<file path="config.mk">
export PLATFORM = sky130hd
export DESIGN_NAME = pwm2ch_ctrl
export DESIGN_NICKNAME = d
export VERILOG_FILES = /design/src/rtl/pwm2_pkg.sv /design/src/rtl/pwm_prescaler.sv /design/src/rtl/pwm_channel.sv /design/src/rtl/pwm2ch_ctrl.sv
export SDC_FILE = /design/constraint.sdc
export NUM_CORES = 1
export LEC_CHECK = 0
export BUFFER_PORTS_ARGS = -buffer_cell sky130_fd_sc_hd__buf_4
export CAP_MARGIN = 20
export CORE_AREA = 2 2 233 166
export DETAILED_ROUTE_END_ITERATION = 7
export DIE_AREA = 0 0 235 168
export GPL_ROUTABILITY_DRIVEN = 0
export SYNTH_ARGS = -nofsm -noshare
export SYNTH_HDL_FRONTEND = slang
export SYNTH_SLANG_ARGS = --single-unit
</file>
<file path="constraint.sdc">
create_clock -name clk -period 4.8 [get_ports clk]
set_input_delay 0.96 -clock clk [delete_from_list [all_inputs] [get_ports clk]]
set_output_delay 0.96 -clock clk [all_outputs]
set_load 0.02 [all_outputs]
</file>
<file path="src/rtl/pwm2_pkg.sv">
// Package: shared field layout, prescaler code decode and the control-word
// mask for the two-channel pulse-width modulator.
// Assumes: control fields are 10 bits wide and repeat every 15 bits.
package pwm2_pkg;

    localparam int FIELD_W   = 10;
    localparam int CH_STRIDE = 15;
    localparam int RDY_BASE  = 28;
    localparam int DIV_W     = 17;

    // Per-channel control field, declared MSB first so that bit positions match the word.
    typedef struct packed {
        logic       raw_clk;
        logic       pulse;
        logic       mode;
        logic       gate;
        logic       act_hi;
        logic       en;
        logic [3:0] psc;
    } chan_cfg_t;

    // Division ratio for a prescaler code; 0 marks an invalid code.
    function automatic logic [DIV_W-1:0] psc_divisor(input logic [3:0] code);
        logic [DIV_W-1:0] d;
        case (code)
            4'd0:    d = 17'd120;
            4'd1:    d = 17'd180;
            4'd2:    d = 17'd240;
            4'd3:    d = 17'd360;
            4'd4:    d = 17'd480;
            4'd8:    d = 17'd12000;
            4'd9:    d = 17'd24000;
            4'd10:   d = 17'd36000;
            4'd11:   d = 17'd48000;
            4'd12:   d = 17'd72000;
            4'd15:   d = 17'd1;
            default: d = '0;
        endcase
        return d;
    endfunction

    // Bits of the control word that carry a field or a ready flag.
    function automatic logic [31:0] ctrl_used_mask(input int nch);
        logic [31:0] m;
        m = '0;
        for (int n = 0; n < nch; n++) begin
            m = m | (32'h3FF << (CH_STRIDE * n));
            m[RDY_BASE + n] = 1'b1;
        end
        return m;
    endfunction

endpackage

</file>
<file path="src/rtl/pwm_prescaler.sv">
// Module: coded clock prescaler. Emits a one-cycle tick every N source
// cycles, where N comes from the code table in the package.
// Assumes: clear holds the count at zero; an invalid code gives no ticks.
module pwm_prescaler
    import pwm2_pkg::*;
(
    input  logic       clk,
    input  logic       rst_n,
    input  logic       clear,
    input  logic [3:0] code,
    output logic       valid,
    output logic       tick
);

    logic [DIV_W-1:0] divisor;
    logic [DIV_W-1:0] cnt_q;

    // Decode the code into a ratio and a validity flag.
    always_comb begin
        divisor = psc_divisor(code);
        valid   = (divisor != '0);
        tick    = !clear && valid && (cnt_q >= divisor - 1'b1);
    end

    // Count source cycles up to the ratio, restarting after each tick.
    always_ff @(posedge clk) begin
        if (!rst_n) begin
            cnt_q <= '0;
        end else if (clear || !valid || tick) begin
            cnt_q <= '0;
        end else begin
            cnt_q <= cnt_q + 1'b1;
        end
    end

endmodule

</file>
<file path="src/rtl/pwm_channel.sv">
// Module: period/duty engine of one channel, with a shadowed update.
// Assumes: run is high only while the channel is enabled, gated on and
// has a valid prescaler; tick comes from this channel's prescaler.
module pwm_channel #(
    parameter int CNT_W = 16
) (
    input  logic               clk,
    input  logic               rst_n,
    input  logic               run,
    input  logic               tick,
    input  logic               wr,
    input  logic [2*CNT_W-1:0] wdata,
    output logic [2*CNT_W-1:0] regval,
    output logic               pending,
    output logic [CNT_W-1:0]   duty,
    output logic               wave
);

    logic [2*CNT_W-1:0] shadow_q;
    logic [CNT_W-1:0]   prd_q;
    logic [CNT_W-1:0]   dty_q;
    logic [CNT_W-1:0]   cnt_q;
    logic               pend_q;
    logic               boundary;
    logic               load_now;

    // The period ends when the last tick of the period arrives.
    always_comb begin
        boundary = run && tick && (cnt_q >= prd_q);
        load_now = !run || boundary;
        wave     = run && (cnt_q < dty_q);
    end

    // Period counter: held at zero when stopped, wraps at the boundary.
    always_ff @(posedge clk) begin
        if (!rst_n) begin
            cnt_q <= '0;
        end else if (!run) begin
            cnt_q <= '0;
        end else if (tick) begin
            cnt_q <= boundary ? '0 : cnt_q + 1'b1;
        end
    end

    // Shadow copy: always holds the last written word.
    always_ff @(posedge clk) begin
        if (!rst_n) begin
            shadow_q <= '0;
        end else if (wr) begin
            shadow_q <= wdata;
        end
    end

    // Active copy: loaded when stopped or at a boundary; a write on the boundary wins.
    always_ff @(posedge clk) begin
        if (!rst_n) begin
            prd_q  <= '0;
            dty_q  <= '0;
            pend_q <= 1'b0;
        end else if (wr && load_now) begin
            prd_q  <= wdata[2*CNT_W-1:CNT_W];
            dty_q  <= wdata[CNT_W-1:0];
            pend_q <= 1'b0;
        end else if (wr) begin
            pend_q <= 1'b1;
        end else if (pend_q && load_now) begin
            prd_q  <= shadow_q[2*CNT_W-1:CNT_W];
            dty_q  <= shadow_q[CNT_W-1:0];
            pend_q <= 1'b0;
        end
    end

    assign regval  = shadow_q;
    assign pending = pend_q;
    assign duty    = dty_q;

endmodule

</file>
<file path="src/rtl/pwm2ch_ctrl.sv">
// Module: two-channel pulse-width modulator with a register write/read port.
// Assumes: a single source clock clocks the registers and feeds the raw-clock
// path; the control-word layout fits NCH <= 2 in 32 bits.
module pwm2ch_ctrl
    import pwm2_pkg::*;
#(
    parameter int NCH    = 2,
    parameter int ADDR_W = 4,
    parameter int DATA_W = 32,
    parameter int CNT_W  = 16
) (
    input  logic              clk,
    input  logic              rst_n,
    input  logic              wr_en,
    input  logic [ADDR_W-1:0] wr_addr,
    input  logic [DATA_W-1:0] wr_data,
    input  logic [ADDR_W-1:0] rd_addr,
    output logic [DATA_W-1:0] rd_data,
    output logic [NCH-1:0]    pwm_out
);

    localparam logic [ADDR_W-1:0] CTRL_OFS = '0;
    localparam int                WORD_W   = 2 * CNT_W;

    chan_cfg_t            cfg_q [NCH];
    logic [NCH*FIELD_W-1:0] cfg_flat;
    logic [NCH-1:0]       pend_vec;
    logic [NCH-1:0]       valid_vec;
    logic [NCH*CNT_W-1:0] duty_flat;
    logic [WORD_W-1:0]    regval [NCH];
    logic                 ctrl_wr;

    assign ctrl_wr = wr_en && (wr_addr == CTRL_OFS);

    // Control word: capture every channel's field on a control write.
    always_ff @(posedge clk) begin
        if (!rst_n) begin
            for (int n = 0; n < NCH; n++) cfg_q[n] <= '0;
        end else if (ctrl_wr) begin
            for (int n = 0; n < NCH; n++) cfg_q[n] <= chan_cfg_t'(wr_data[CH_STRIDE*n +: FIELD_W]);
        end
    end

    for (genvar n = 0; n < NCH; n++) begin : g_ch
        localparam logic [ADDR_W-1:0] CH_OFS = ADDR_W'(4 * (n + 1));
        logic tick;
        logic valid;
        logic run;
        logic wave;
        logic chan_wr;

        assign run     = cfg_q[n].en && cfg_q[n].gate && valid;
        assign chan_wr = wr_en && (wr_addr == CH_OFS);

        pwm_prescaler i_psc (
            .clk   (clk),
            .rst_n (rst_n),
            .clear (!(cfg_q[n].en && cfg_q[n].gate)),
            .code  (cfg_q[n].psc),
            .valid (valid),
            .tick  (tick)
        );

        pwm_channel #(.CNT_W(CNT_W)) i_chan (
            .clk     (clk),
            .rst_n   (rst_n),
            .run     (run),
            .tick    (tick),
            .wr      (chan_wr),
            .wdata   (wr_data[WORD_W-1:0]),
            .regval  (regval[n]),
            .pending (pend_vec[n]),
            .duty    (duty_flat[CNT_W*n +: CNT_W]),
            .wave    (wave)
        );

        // Output select: raw clock overrides, else polarity-adjusted waveform.
        always_comb begin
            if (cfg_q[n].raw_clk) pwm_out[n] = clk;
            else                  pwm_out[n] = cfg_q[n].act_hi ? wave : !wave;
        end

        assign cfg_flat[FIELD_W*n +: FIELD_W] = cfg_q[n];
        assign valid_vec[n] = valid;
    end

    // Read mux: control word with ready flags, or a channel's last written word.
    always_comb begin
        rd_data = '0;
        if (rd_addr == CTRL_OFS) begin
            for (int n = 0; n < NCH; n++) begin
                rd_data[CH_STRIDE*n +: FIELD_W] = cfg_q[n];
                rd_data[RDY_BASE + n]           = pend_vec[n];
            end
        end else begin
            for (int n = 0; n < NCH; n++) begin
                if (rd_addr == ADDR_W'(4 * (n + 1))) rd_data[WORD_W-1:0] = regval[n];
            end
        end
    end

endmodule

</file>
==> impl_metrics.tcl <==
set metrics [dict create \
    syn_inst 1513 \
    critPathLaunchType "register" \
    dieArea_mm2 0.0395 \
    clkTransAtPathRegs_ns 0.07 \
    area.growth.synth_to_final_pct 14.7 \
    layout_setup_ws_ns 0.363 \
    drtIter0Drc 881 \
    critical_path_class "reg2out" \
    yosysWarningCount 0 \
    wl_met2_mm 16.0 \
    drtAntennaViolNets 0 \
    cts_tree "done" \
    drive_above_1_share 0.118 \
    grt_usage 0.190 \
    io_buffers 76 \
    max_freq_mhz 225 \
    preCtsSetupSlack_ns 0.508 \
    end_kind "output port" \
    met1_length_mm 19.0 \
    core_mm2 0.0376 \
    crit_path_end "pwm_out[0]" \
    ys_seq_elements 216 \
    antenna_found_initial 0 \
    grt_first_pass_wirelength_mm 60.3 \
    diodes 0 \
    synth_edf_count 20 \
    drc 0 \
    rsz0062_at_grt "false" \
    layout_commonest_cell "dfxtp_1" \
    required_ns 3.84 \
    relSlewSlack 0.489 \
    r2r-start "cfg_q[0][10]" \
    final_cell_mix "196 x dfxtp_1, 171 x nand2_1, 152 x nor2_1, 112 x ha_1, 96 x buf_4" \
    highest_layer "met4" \
    hpwl_mm 27.0 \
    path_max_fanout 11 \
    route.met3.wl_mm 2.45 \
    seq_area_frac_synth 0.351 \
    worst_slew_pin_slew_ns 0.766 \
    pin_count 77 \
    clk_latency_ns 0.65 \
    die_x_um 235 \
    setup_viol 0 \
    holdBufCountCts 0 \
    crit_start "cfg_q[0][0]" \
    final_hold_viol_count 0 \
    ys_types 76 \
    firstDrtPassIters 5 \
    ys.flop_type "dfxtp_1" \
    ff2ff_path_depth 15 \
    syn_area_mm2 0.0129 \
    start_util 0.343 \
    wl_per_cell_um 18.5 \
    grt_start_max_net_pins 67 \
    r2r-end "g_ch[1].i_chan.duty[12]" \
    syn_avg_cell_area_um2 8.52 \
    fin_crit_ns 4.44 \
    slew_viol_final 0 \
    tns_ns 0 \
    ys_async_sr_fraction 0 \
    die_h_um 168 \
    r2r_slack_ns 0.44 \
    arrival_ns 3.48 \
    skew_ns 0.0132 \
    min_path_type "reg2reg" \
    via_count 11200 \
    vias_per_cell 5.43 \
    p_leak_nw 5.43 \
    overflow 0 \
    max-cap-violations 0 \
    utilization 0.393 \
    fin_nets 1704 \
    drt-total-wl_mm 38.1 \
    hold_slack_ns 0.469 \
    period_share 0.924 \
    std_cell_rows 60 \
    status "completed" \
    irDropWorstVdd_v 0.000220 \
    grt_pass1_vias 10500 \
    powerDensity_mw_per_mm2 299 \
    post_cts_buffers 0 \
    synth_nets 1668 \
]
logic make-up (layout without fill, tap and decap cells):
family          count (synthesis)  after routing  synth area share
xor+xnor                       45             45            0.0306
fa+ha+maj                     112            112             0.109
flops                         216            216             0.351
compound gates                386            386             0.221
buf+inv                       178            232            0.0564
mux                            28             28            0.0219
simple gates                  548            548             0.210
worst min path at each step:
stage / to / slack, ns / from / cells past startpoint
3_5_place_dp: g_ch[1].i_chan.duty[13] / 0.46 / g_ch[1].i_chan.duty[13] / 1
3_3_place_gp: g_ch[0].i_psc.cnt_q[0] / 0.45 / g_ch[0].i_psc.cnt_q[0] / 1
2_1_floorplan: g_ch[0].i_psc.cnt_q[0] / 0.43 / g_ch[0].i_psc.cnt_q[0] / 1
6_report: g_ch[0].i_psc.cnt_q[0] / 0.47 / g_ch[0].i_psc.cnt_q[0] / 1
5_1_grt: g_ch[1].i_chan.duty[13] / 0.49 / g_ch[1].i_chan.duty[13] / 1
4_1_cts: g_ch[0].i_psc.cnt_q[0] / 0.47 / g_ch[0].i_psc.cnt_q[0] / 1
critical path, cell delays in order (launching register included):
cell,delay [ns]
edfxtp_1,0.55
inv_1,0.18
ha_1,0.24
nand2b_1,0.26
o2bb2ai_1,0.10
o21ai_1,0.24
and3_1,0.33
nor4b_2,0.36
xor2_1,0.10
o21ai_0,0.25
buf_4,0.20
metrics by stage:
| step | power, mW | area [µm²] | std cells |
|---|---|---|---|
| finish | 4.42 | 14800 | 2063 |
| global route | 4.59 | 14800 | 2063 |
| CTS | 4.46 | 14800 | 2063 |
| detailed placement | 2.39 | 13900 | 2015 |
| global placement | 2.39 | 13900 | 2015 |
| floorplan | 2.23 | 12900 | 1513 |
state kept, by name, indices dropped and copies added, names as in the netlist:
register	count
g_ch.i_chan.pending	2
g_ch.i_chan.duty	32
g_ch.i_chan.cnt_q	32
g_ch.i_chan.regval	64
cfg_q	20
g_ch.i_psc.cnt_q	34
g_ch.i_chan.prd_q	32
what timing repair did:
item / in CTS / in global routing
setup endpoints to repair: 0 / 2
gates resized for setup: 0 / 1
endpoints found under the hold margin: 0 / 0
report_power, final:
part,switching (mW),internal [mW],leakage (nW),total [mW]
sequential,0.0326,1.85,1.77,1.88
combinational,0.277,0.169,3.20,0.446
clock,0.841,1.25,0.459,2.09
total,1.15,3.27,5.43,4.42
layout make-up:
type | instances | area [µm²]
Sequential cell | 216 | 4520
Inverter | 87 | 327
Timing Repair Buffer | 95 | 726
Clock inverter | 8 | 70.1
Clock buffer | 42 | 833
Multi-Input combinational cell | 1119 | 7670
Tap cell | 496 | 621
Fill cell | 3775 | 22800
cell usage after synthesis, types with 31 or more instances:
| master | count | area, µm² |
|---|---|---|
| o211ai_1 | 55 | 413 |
| dfxtp_1 | 196 | 3920 |
| o21ai_0 | 42 | 210 |
| a2bb2oi_1 | 31 | 272 |
| ha_1 | 112 | 1400 |
| nand3_1 | 32 | 160 |
| nand3b_1 | 50 | 375 |
| clkbuf_1 | 55 | 206 |
| nand2_1 | 173 | 649 |
| a21boi_0 | 52 | 390 |
| a21oi_1 | 72 | 360 |
| inv_1 | 87 | 327 |
| nor2_1 | 153 | 574 |
metal layers:
layer,up-vias,GRT usage
met1,5367,0.283
li1,5464,-
met5,-,0
met2,320,0.279
met4,0,0.0471
met3,49,0.0371
Note: power is estimated with default switching activity, not from simulation.
